--- src/rtl/scan_seq_pkg.sv ---
`timescale 1ns/1ps
package scan_seq_pkg;

    localparam int          WORD_W    = 32;
    localparam logic [31:0] GEN_MULT  = 32'h9E3779B1;
    localparam int          PI_OFFSET = 13;

    typedef enum logic [1:0] {
        SQ_IDLE  = 2'd0,
        SQ_LOAD  = 2'd1,
        SQ_CAPT  = 2'd2,
        SQ_DRAIN = 2'd3
    } seq_state_e;

    function automatic logic [WORD_W-1:0] low_mask(input int n);
        logic [WORD_W-1:0] m;
        m = '0;
        for (int i = 0; i < WORD_W; i++)
            if (i < n) m[i] = 1'b1;
        return m;
    endfunction

    function automatic logic [WORD_W-1:0] gen_word(input int k);
        return 32'(k + 1) * GEN_MULT;
    endfunction

    function automatic logic [WORD_W-1:0] vec_state(input int k, input int nsff);
        return gen_word(k) & low_mask(nsff);
    endfunction

    function automatic logic [WORD_W-1:0] vec_input(input int k, input int npi);
        return (gen_word(k) >> PI_OFFSET) & low_mask(npi);
    endfunction

    // golden next state: rotate left by one inside nsff bits, then fold in inputs
    function automatic logic [WORD_W-1:0] gold_next(input logic [WORD_W-1:0] st,
                                                    input logic [WORD_W-1:0] pv,
                                                    input int nsff, input int npi);
        logic [WORD_W-1:0] r;
        r = ((st << 1) | (st >> (nsff - 1))) & low_mask(nsff);
        return r ^ (pv & low_mask(npi));
    endfunction

    // golden outputs: state bits folded modulo npo, xor one input bit each
    function automatic logic [WORD_W-1:0] gold_out(input logic [WORD_W-1:0] st,
                                                   input logic [WORD_W-1:0] pv,
                                                   input int nsff, input int npi,
                                                   input int npo);
        logic [WORD_W-1:0] r;
        logic [WORD_W-1:0] t;
        logic              b;
        r = '0;
        for (int i = 0; i < WORD_W; i++) begin
            if (i < npo) begin
                t = pv >> (i % npi);
                b = t[0];
                for (int j = 0; j < WORD_W; j++)
                    if (j < nsff && (j % npo) == i) b = b ^ st[j];
                r[i] = b;
            end
        end
        return r;
    endfunction

endpackage

--- src/rtl/scan_seq_rom.sv ---
`timescale 1ns/1ps
module scan_seq_rom
    import scan_seq_pkg::*;
#(
    parameter int NSFF = 8,
    parameter int NPI  = 4,
    parameter int NPO  = 4,
    parameter int NVEC = 6,
    parameter int VW   = $clog2(NVEC + 1)
) (
    input  logic [VW-1:0]   cur_idx,
    input  logic [VW-1:0]   nxt_idx,
    output logic [NSFF-1:0] cur_st,
    output logic [NPI-1:0]  cur_pi,
    output logic [NPO-1:0]  cur_epo,
    output logic [NSFF-1:0] cur_enx,
    output logic [NSFF-1:0] nxt_st
);

    logic [NSFF-1:0] st_tab  [NVEC];
    logic [NPI-1:0]  pi_tab  [NVEC];
    logic [NPO-1:0]  epo_tab [NVEC];
    logic [NSFF-1:0] enx_tab [NVEC];

    for (genvar g = 0; g < NVEC; g++) begin : g_ent
        localparam logic [WORD_W-1:0] ST  = vec_state(g, NSFF);
        localparam logic [WORD_W-1:0] PV  = vec_input(g, NPI);
        localparam logic [WORD_W-1:0] NX  = gold_next(ST, PV, NSFF, NPI);
        localparam logic [WORD_W-1:0] OUT = gold_out(ST, PV, NSFF, NPI, NPO);
        assign st_tab[g]  = ST[NSFF-1:0];
        assign pi_tab[g]  = PV[NPI-1:0];
        assign epo_tab[g] = OUT[NPO-1:0];
        assign enx_tab[g] = NX[NSFF-1:0];
    end

    // out-of-range index reads as all zero (feeds zeros into the drain phase)
    always_comb begin
        cur_st  = '0;
        cur_pi  = '0;
        cur_epo = '0;
        cur_enx = '0;
        nxt_st  = '0;
        for (int i = 0; i < NVEC; i++) begin
            if (cur_idx == VW'(i)) begin
                cur_st  = st_tab[i];
                cur_pi  = pi_tab[i];
                cur_epo = epo_tab[i];
                cur_enx = enx_tab[i];
            end
            if (nxt_idx == VW'(i)) nxt_st = st_tab[i];
        end
    end

endmodule

--- src/rtl/scan_seq_ctrl.sv ---
`timescale 1ns/1ps
module scan_seq_ctrl
    import scan_seq_pkg::*;
#(
    parameter int NSFF = 8,
    parameter int NVEC = 6,
    parameter int BW   = (NSFF > 1) ? $clog2(NSFF) : 1,
    parameter int VW   = $clog2(NVEC + 1)
) (
    input  logic       clk,
    input  logic       rst,
    input  logic       start,
    output seq_state_e st,
    output logic [VW-1:0] veccnt,
    output logic       start_ok,
    output logic       done
);

    logic [BW-1:0] bitcnt;
    logic          last_bit;

    assign last_bit = (bitcnt == BW'(NSFF - 1));
    assign start_ok = (st == SQ_IDLE) && start;

    always_ff @(posedge clk) begin
        if (rst) begin
            st     <= SQ_IDLE;
            bitcnt <= '0;
            veccnt <= '0;
            done   <= 1'b0;
        end else begin
            case (st)
                SQ_IDLE: begin
                    if (start) begin
                        st     <= SQ_LOAD;
                        bitcnt <= '0;
                        veccnt <= '0;
                        done   <= 1'b0;
                    end
                end
                SQ_LOAD: begin
                    if (last_bit) begin
                        bitcnt <= '0;
                        st     <= SQ_CAPT;
                    end else begin
                        bitcnt <= bitcnt + 1'b1;
                    end
                end
                SQ_CAPT: begin
                    veccnt <= veccnt + 1'b1;
                    st     <= (veccnt == VW'(NVEC - 1)) ? SQ_DRAIN : SQ_LOAD;
                end
                SQ_DRAIN: begin
                    if (last_bit) begin
                        bitcnt <= '0;
                        veccnt <= '0;
                        done   <= 1'b1;
                        st     <= SQ_IDLE;
                    end else begin
                        bitcnt <= bitcnt + 1'b1;
                    end
                end
                default: st <= SQ_IDLE;
            endcase
        end
    end

endmodule

--- src/rtl/scan_seq_dp.sv ---
`timescale 1ns/1ps
module scan_seq_dp #(
    parameter int NSFF = 8,
    parameter int NPI  = 4,
    parameter int NPO  = 4
) (
    input  logic            clk,
    input  logic            rst,
    input  logic            start_ok,
    input  logic            capt,
    input  logic            shifting,
    input  logic            so_check,
    input  logic [NSFF-1:0] cur_st,
    input  logic [NPI-1:0]  cur_pi,
    input  logic [NPO-1:0]  cur_epo,
    input  logic [NSFF-1:0] cur_enx,
    input  logic [NSFF-1:0] nxt_st,
    input  logic [NPO-1:0]  po_i,
    input  logic            so_i,
    output logic            si,
    output logic [NPI-1:0]  pi_o,
    output logic            mismatch
);

    logic [NSFF-1:0] load_sr;   // bits still to be shifted in, MSB leaves first
    logic [NSFF-1:0] exp_sr;    // expected response still to come out
    logic            po_bad;
    logic            so_bad;

    assign si     = shifting & load_sr[NSFF-1];
    assign pi_o   = capt ? cur_pi : '0;
    assign po_bad = capt && (po_i != cur_epo);
    assign so_bad = so_check && (so_i != exp_sr[NSFF-1]);

    always_ff @(posedge clk) begin
        if (rst) begin
            load_sr <= '0;
            exp_sr  <= '0;
        end else if (start_ok) begin
            load_sr <= cur_st;
        end else if (capt) begin
            load_sr <= nxt_st;
            exp_sr  <= cur_enx;
        end else if (shifting) begin
            load_sr <= {load_sr[NSFF-2:0], 1'b0};
            exp_sr  <= {exp_sr[NSFF-2:0], 1'b0};
        end
    end

    always_ff @(posedge clk) begin
        if (rst)                  mismatch <= 1'b0;
        else if (start_ok)        mismatch <= 1'b0;
        else if (po_bad | so_bad) mismatch <= 1'b1;
    end

endmodule

--- src/rtl/scan_seq_top.sv ---
`timescale 1ns/1ps
module scan_seq_top
    import scan_seq_pkg::*;
#(
    parameter int NSFF = 8,
    parameter int NPI  = 4,
    parameter int NPO  = 4,
    parameter int NVEC = 6
) (
    input  logic           clk,
    input  logic           rst,
    input  logic           start,
    output logic           tc,
    output logic           scan_si,
    output logic [NPI-1:0] pi_o,
    input  logic [NPO-1:0] po_i,
    input  logic           scan_so_i,
    output logic           busy,
    output logic           done,
    output logic           mismatch
);

    localparam int VW = $clog2(NVEC + 1);

    seq_state_e      st;
    logic [VW-1:0]   veccnt;
    logic [VW-1:0]   nxt_idx;
    logic            start_ok;
    logic            capt;
    logic            shifting;
    logic            so_check;
    logic [NSFF-1:0] cur_st;
    logic [NPI-1:0]  cur_pi;
    logic [NPO-1:0]  cur_epo;
    logic [NSFF-1:0] cur_enx;
    logic [NSFF-1:0] nxt_st;

    scan_seq_ctrl #(.NSFF(NSFF), .NVEC(NVEC)) u_ctrl (
        .clk(clk), .rst(rst), .start(start),
        .st(st), .veccnt(veccnt), .start_ok(start_ok), .done(done)
    );

    assign nxt_idx  = veccnt + 1'b1;
    assign capt     = (st == SQ_CAPT);
    assign shifting = (st == SQ_LOAD) || (st == SQ_DRAIN);
    assign so_check = shifting && (veccnt != '0);
    assign busy     = (st != SQ_IDLE);
    assign tc       = !shifting;

    scan_seq_rom #(.NSFF(NSFF), .NPI(NPI), .NPO(NPO), .NVEC(NVEC), .VW(VW)) u_rom (
        .cur_idx(veccnt), .nxt_idx(nxt_idx),
        .cur_st(cur_st), .cur_pi(cur_pi), .cur_epo(cur_epo),
        .cur_enx(cur_enx), .nxt_st(nxt_st)
    );

    scan_seq_dp #(.NSFF(NSFF), .NPI(NPI), .NPO(NPO)) u_dp (
        .clk(clk), .rst(rst), .start_ok(start_ok), .capt(capt),
        .shifting(shifting), .so_check(so_check),
        .cur_st(cur_st), .cur_pi(cur_pi), .cur_epo(cur_epo),
        .cur_enx(cur_enx), .nxt_st(nxt_st),
        .po_i(po_i), .so_i(scan_so_i),
        .si(scan_si), .pi_o(pi_o), .mismatch(mismatch)
    );

endmodule

--- config.mk ---
export PLATFORM = sky130hd
export DESIGN_NAME = scan_seq_top
export DESIGN_NICKNAME = d
export VERILOG_FILES = /design/src/rtl/scan_seq_pkg.sv /design/src/rtl/scan_seq_rom.sv /design/src/rtl/scan_seq_ctrl.sv /design/src/rtl/scan_seq_dp.sv /design/src/rtl/scan_seq_top.sv
export SDC_FILE = /design/constraint.sdc
export NUM_CORES = 1
export LEC_CHECK = 0
export CELL_PAD_IN_SITES_DETAIL_PLACEMENT = 1
export CELL_PAD_IN_SITES_GLOBAL_PLACEMENT = 1
export CORE_MARGIN = 5
export CORE_UTILIZATION = 45
export DETAILED_ROUTE_END_ITERATION = 8
export PLACE_DENSITY_LB_ADDON = 0.25
export SYNTH_ARGS = -nofsm -noshare
export SYNTH_HDL_FRONTEND = slang
export SYNTH_SLANG_ARGS = --single-unit
export TNS_END_PERCENT = 1
--- constraint.sdc ---
create_clock -name clk -period 5.4 [get_ports clk]
set_clock_uncertainty 0.15 [all_clocks]
set_input_delay 1.62 -clock clk [delete_from_list [all_inputs] [get_ports clk]]
set_output_delay 1.62 -clock clk [all_outputs]
set_load 0.02 [all_outputs]
==> impl_metrics.tcl, run 1 <==
set metrics [dict create \
    status "complete, no violations" \
    crit_fanout 9 \
    ios 17 \
    critPathMaxStageDelay_ns 0.60 \
    clock-sinks 26 \
    drcViolationCount 0 \
    cap_violations 0 \
    dp_hpwl_um 3195 \
    htree_num_levels 1 \
    powerDensity_mw_per_mm2 219.2 \
    syn_avg_cell_area_um2 8.146 \
    fmax_mhz 234.5 \
    grt_pass1_wl_um 7403 \
    final_hold_viol_count 0 \
    syn_nets 209 \
    antenna_found_initial 0 \
    tightestPinTransition_ns 0.9771 \
    synth_edf_count 0 \
    cts_hold_buf 0 \
    grt_usage_pct 18.87 \
    fin_nets 218 \
    area_growth_pct 11.72 \
    seq_area_frac_synth_pct 32.94 \
    ir_worst_vdd_v 0.00009402 \
    tns_ns 0 \
    arrival_ns 2.50 \
    clock_latency_ns 0.33 \
    avgRoutedWirePerCell_um 17.27 \
    layout-drive-gt1-share_pct 7.921 \
    cts_tree "built" \
    synth_area_mm2 0.001580 \
    portBuffers 16 \
    die_area_mm2 0.004797 \
    cts.clk_slew.worst_paths_ns 0.15 \
    cp_cell_sequence "inv_1 > ha_1 > nand2b_1 > a22oi_2 > and2_1 > clkdlybuf4s50_1" \
    grt_remaining_overflow 0 \
    netlist_instances 194 \
    clock_path_buffers 2 \
    setup_viol 0 \
    slew_headroom_pct 34.65 \
    cts_buffers 3 \
    fp.dieW_um 69.26 \
    detail-route-antenna-nets 0 \
    grt_max_degree 27 \
    ys_seq_elements 26 \
    wl_um 4284 \
    routabilityCongestion 0.8814 \
    async_reset_ff_share_pct 0 \
    rows 21 \
    worstSetupEndpointType "output pin" \
    cts_setup_buffers 0 \
    worstSetupPathType "reg -> out" \
    ys_warn_count 0 \
    grt_pass1_vias 1458 \
    slew_viol_final 0 \
    die_y_um 69.26 \
    via_count 1406 \
    synth_flop_cell "dfxtp_1" \
    core_area_mm2 0.003363 \
    fin_crit_sh_pct 78.98 \
    initial_utilization_pct 46.99 \
    first_pass_iters 4 \
    worstPathRequired_ns 3.63 \
    rsz0062_at_grt "false" \
    whs_ns 0.3339 \
    n_antenna_cell 0 \
    cp-start-kind "flop" \
    drtIter0Drc 58 \
    ys_types 44 \
    root_buffer "clkbuf_4" \
    layout_min_cycle_time_ns 4.265 \
    hp-class "reg -> reg" \
    post_cts_resized 0 \
    worst_path_max_delay_cell "clkdlybuf4s50_1" \
    p_leak_nw 0.6606 \
    vias_per_cell 5.669 \
]
==> placed cells by master (no fill, tap or decap), types with 4 or more instances in the layout <==
cell type	netlist	layout
nand3_1	5	5
ha_1	7	7
a31oi_1	5	5
dfxtp_1	26	26
a211oi_1	6	6
a22oi_1	4	4
o211ai_1	4	4
nor2_1	27	27
inv_1	6	6
a21oi_1	27	27
o21ai_0	5	5
nand2b_1	4	4
nand2_1	8	8
clkdlybuf4s50_1	0	16
==> sequential cells by signal, summed over array words and instances, names as in the netlist <==
signal         cells
u_dp.exp_sr        8
u_dp.load_sr       8
u_ctrl.bitcnt      3
u_ctrl.veccnt      3
u_ctrl.st          2
u_ctrl.done        1
u_dp.mismatch      1
==> worst paths after layout <==
path / end / slack (ns) / from / cells past startpoint
worst max-delay path: pi_o[0] / 1.13 / u_ctrl.veccnt[1] / 6
worst min-delay path: u_dp.load_sr[1] / 0.33 / u_dp.load_sr[0] / 2
worst max register to register: u_dp.exp_sr[5] / 3.26 / u_ctrl.veccnt[2] / 4
worst min register to register: u_dp.load_sr[1] / 0.33 / u_dp.load_sr[0] / 2
==> where the power goes <==
group	internal, W	switching (W)
sequential	0.000199	0.00000563
combinational	0.0000184	0.0000250
clock	0.0000751	0.0000638
==> area by class of cell <==
class	count	area (µm²)
well taps	46	57.56
clock buffers	3	22.52
fillers	436	1598
clock inverters	1	30.03
flip-flops and latches	26	520.5
multi-input cells	146	929.6
repair buffers	18	175.2
inverters	8	30.03
==> synth_stat cells (all sizes together) (4+ instances only) <==
library cell	instances	area, µm²
a21oi	29	152.7
dfxtp	26	520.5
buf	9	81.32
clkbuf	5	18.77
ha	7	87.58
nand2	9	36.29
nor2	28	112.6
nand2b	5	38.78
nand3	5	25.02
inv	8	30.03
a211oi	7	57.55
a31oi	5	31.28
o211ai	4	30.03
a22oi	5	42.54
o21ai	6	30.02
==> routing by layer <==
layer	track usage (%)	up-vias	part of all wire, %
met5	0	-	0
met4	4.772	0	1.1
met3	2.609	5	1.9
met2	32.73	16	49
met1	24.45	688	48
li1	-	697	-
==> through the flow <==
| step | power (W) | cell area, µm² | cells | worst slack [ns] | utilization, % |
|---|---|---|---|---|---|
| finish | 0.0003871 | 1765 | 248 | 1.135 | 52.49 |
| CTS | 0.0003883 | 1765 | 248 | 1.124 | 52.49 |
| global placement | 0.0002507 | 1713 | 244 | 1.645 | 50.93 |
| detailed placement | 0.0002521 | 1713 | 244 | 1.515 | 50.93 |
| global route | 0.0004048 | 1765 | 248 | 0.9470 | 52.49 |
| floorplan | 0.0002359 | 1580 | 194 | 2.226 | - |
==> logic make-up (layout without fill, tap and decap cells) <==
family | count (synthesis) | count (layout) | synth area share, %
compound gates | 64 | 64 | 25.81
simple gates | 67 | 67 | 21.61
flops | 26 | 26 | 32.94
mux | 3 | 3 | 1.900
fa+ha+maj | 7 | 7 | 5.542
buf+inv | 22 | 30 | 8.234
xor+xnor | 5 | 5 | 3.959
==> worst max-delay path, delay by kind of cell (launching register included) <==
family                     cells  cell delay, ns
AOI/OAI and AO/OA              1            0.24
adders and majority gates      1            0.32
buffers and inverters          2            0.71
DFF                            1            0.49
and+or+nand+nor                2            0.40
Power figures use the tool's default switching activity.
==> run 2: changes to the inputs <==
- CORE_UTILIZATION: 45 -> 42
- clock period: 5.4 -> 3.95 ns (I/O delays scaled with it)
==> run 2 against run 1 <==
Net effect:
- design area is 1.6% higher
- final cell count is 2.0% higher
- clock power is 25% higher
- critical endpoint unchanged
- highest routed layer unchanged
- register-to-register slack worse by 1.4 ns
- critical path type unchanged
- worst setup slack worse by 0.88 ns
- die area is 6.1% higher
- hold slack worse by 0.0051 ns
- combinational power is 39% higher
- total power is 33% higher
- critical path depth stayed put
- sequential share of layout area is 0.45 points lower
- clock-buffer cell count is 1 higher
==> impl_metrics.tcl, run 2 (synthesized netlist as in run 1, its figures left out) <==
set metrics [dict create \
    clock_path_buffers 2 \
    initial_utilization_pct 43.16 \
    grt_usage_pct 17.93 \
    rsz0062_at_grt "false" \
    grt_pass1_vias 1469 \
    setup_viol 0 \
    crit_fanout 9 \
    vias_per_cell 5.636 \
    final_cell_mix "27 x nor2_1, 27 x a21oi_1, 26 x dfxtp_1" \
    layout_min_cycle_time_ns 3.698 \
    whs_ns 0.3288 \
    grt_pass1_wl_um 7341 \
    worstSetupEndpointType "output pin" \
    clock_latency_ns 0.27 \
    fin_cells 253 \
    area_growth_pct 13.46 \
    fmax_mhz 270.4 \
    rows 22 \
    die_area_mm2 0.005089 \
    core_area_mm2 0.003661 \
    detail-route-antenna-nets 0 \
    root_buffer "clkbuf_8" \
    fill_cells 450 \
    fp.dieW_um 71.34 \
    status "complete, no violations" \
    p_leak_nw 0.6762 \
    tns_ns 0 \
    cp-start-kind "flop" \
    ir_worst_vdd_v 0.0002049 \
    avgRoutedWirePerCell_um 16.94 \
    drtIter0Drc 58 \
    die_y_um 71.34 \
    cp_cell_sequence "inv_1 > ha_1 > nand2b_1 > a22oi_2 > and2_1 > clkdlybuf4s50_1" \
    powerDensity_mw_per_mm2 287.6 \
    layout-drive-gt1-share_pct 9.268 \
    total_power_w 0.0005157 \
    final_hold_viol_count 0 \
    hp-class "reg -> reg" \
    n_antenna_cell 0 \
    via_count 1426 \
    worstPathRequired_ns 2.61 \
    drcViolationCount 0 \
    worstSetupPathType "reg -> out" \
    cts.clk_slew.worst_paths_ns 0.09 \
    slew_viol_final 0 \
    top_regs "u_dp.exp_sr (8), u_dp.load_sr (8)" \
    cts_setup_buffers 0 \
    dp_hpwl_um 3176 \
    htree_num_levels 1 \
    clock-sinks 26 \
    cts_buffers 3 \
    antenna_found_initial 0 \
    cts_tree "built" \
    cap_violations 0 \
    critPathMaxStageDelay_ns 0.60 \
    arrival_ns 2.36 \
    slew_headroom_pct 49.21 \
    portBuffers 16 \
    cts_hold_buf 0 \
    worst_path_max_delay_cell "clkdlybuf4s50_1" \
    fin_nets 221 \
    place_inst 249 \
    wl_um 4287 \
    fin_util_pct 48.97 \
    fin_crit_sh_pct 93.61 \
    tightestPinTransition_ns 0.7609 \
    post_cts_resized 0 \
    grt_remaining_overflow 0 \
    routabilityCongestion 0.8591 \
    ios 17 \
    first_pass_iters 4 \
    grt_max_degree 27 \
]
run 2: changes by cell type in the layout (fill, tap and decap cells not counted), sizes merged:
cell,delta
buf,+3
bufinv,-1
clkbuf,+1
run 2: cell type report:
type                       count  area (µm²)  share of cell area [%]
multi-input combinational    146       929.6                   51.85
sequential                    26       520.5                   29.03
timing repair buffer          21       197.7                   11.03
tap                           48       60.06                   3.350
clock buffer                   4       55.05                   3.070
inverter                       8       30.03                   1.675
run 2: final timing paths:
check                   start                to  slack [ns]  cells past startpoint
max reg2reg      u_ctrl.st[0]  u_ctrl.veccnt[0]        1.88                      6
min            u_dp.exp_sr[6]    u_dp.exp_sr[7]        0.33                      2
min reg2reg    u_dp.exp_sr[6]    u_dp.exp_sr[7]        0.33                      2
max          u_ctrl.veccnt[1]           pi_o[0]        0.25                      6
run 2: through the flow:
stage               worst slack, ns  cell area [µm²]
detailed placement           0.5800             1738
global route                 0.1294             1793
floorplan                     1.211             1580
global placement             0.6632             1738
CTS                          0.2521             1793
finish                       0.2522             1793
run 2: critical path, delay by kind of cell, from the launching register on:
family                   cells  cell delay (ns)
AND/OR/NAND/NOR              2             0.37
flip-flops                   1             0.48
AO/OA/AOI/OAI                1             0.22
buffers and inverters        2             0.71
adder cells (fa/ha/maj)      1             0.30
run 2: routing by layer:
layer	vias to the layer above	global-route usage, %	routed length (µm)
met5	-	0	0
met1	701	22.87	2007
met4	0	5.010	58
li1	705	-	-
met3	5	3.647	115
met2	15	30.51	2106
run 2: where the power goes:
part	leakage (nW)	internal, W	switching [W]
logic	0.436	0.0000267	0.0000335
clock network	0.0288	0.0000893	0.0000847
registers	0.212	0.000272	0.00000977
total	0.676	0.000388	0.000128
==> run 3: changes to the inputs <==
- CTS_CLUSTER_SIZE: unset -> 10
==> results of run 3 <==
Final layout, timing and power as in run 2 (identical DEF).
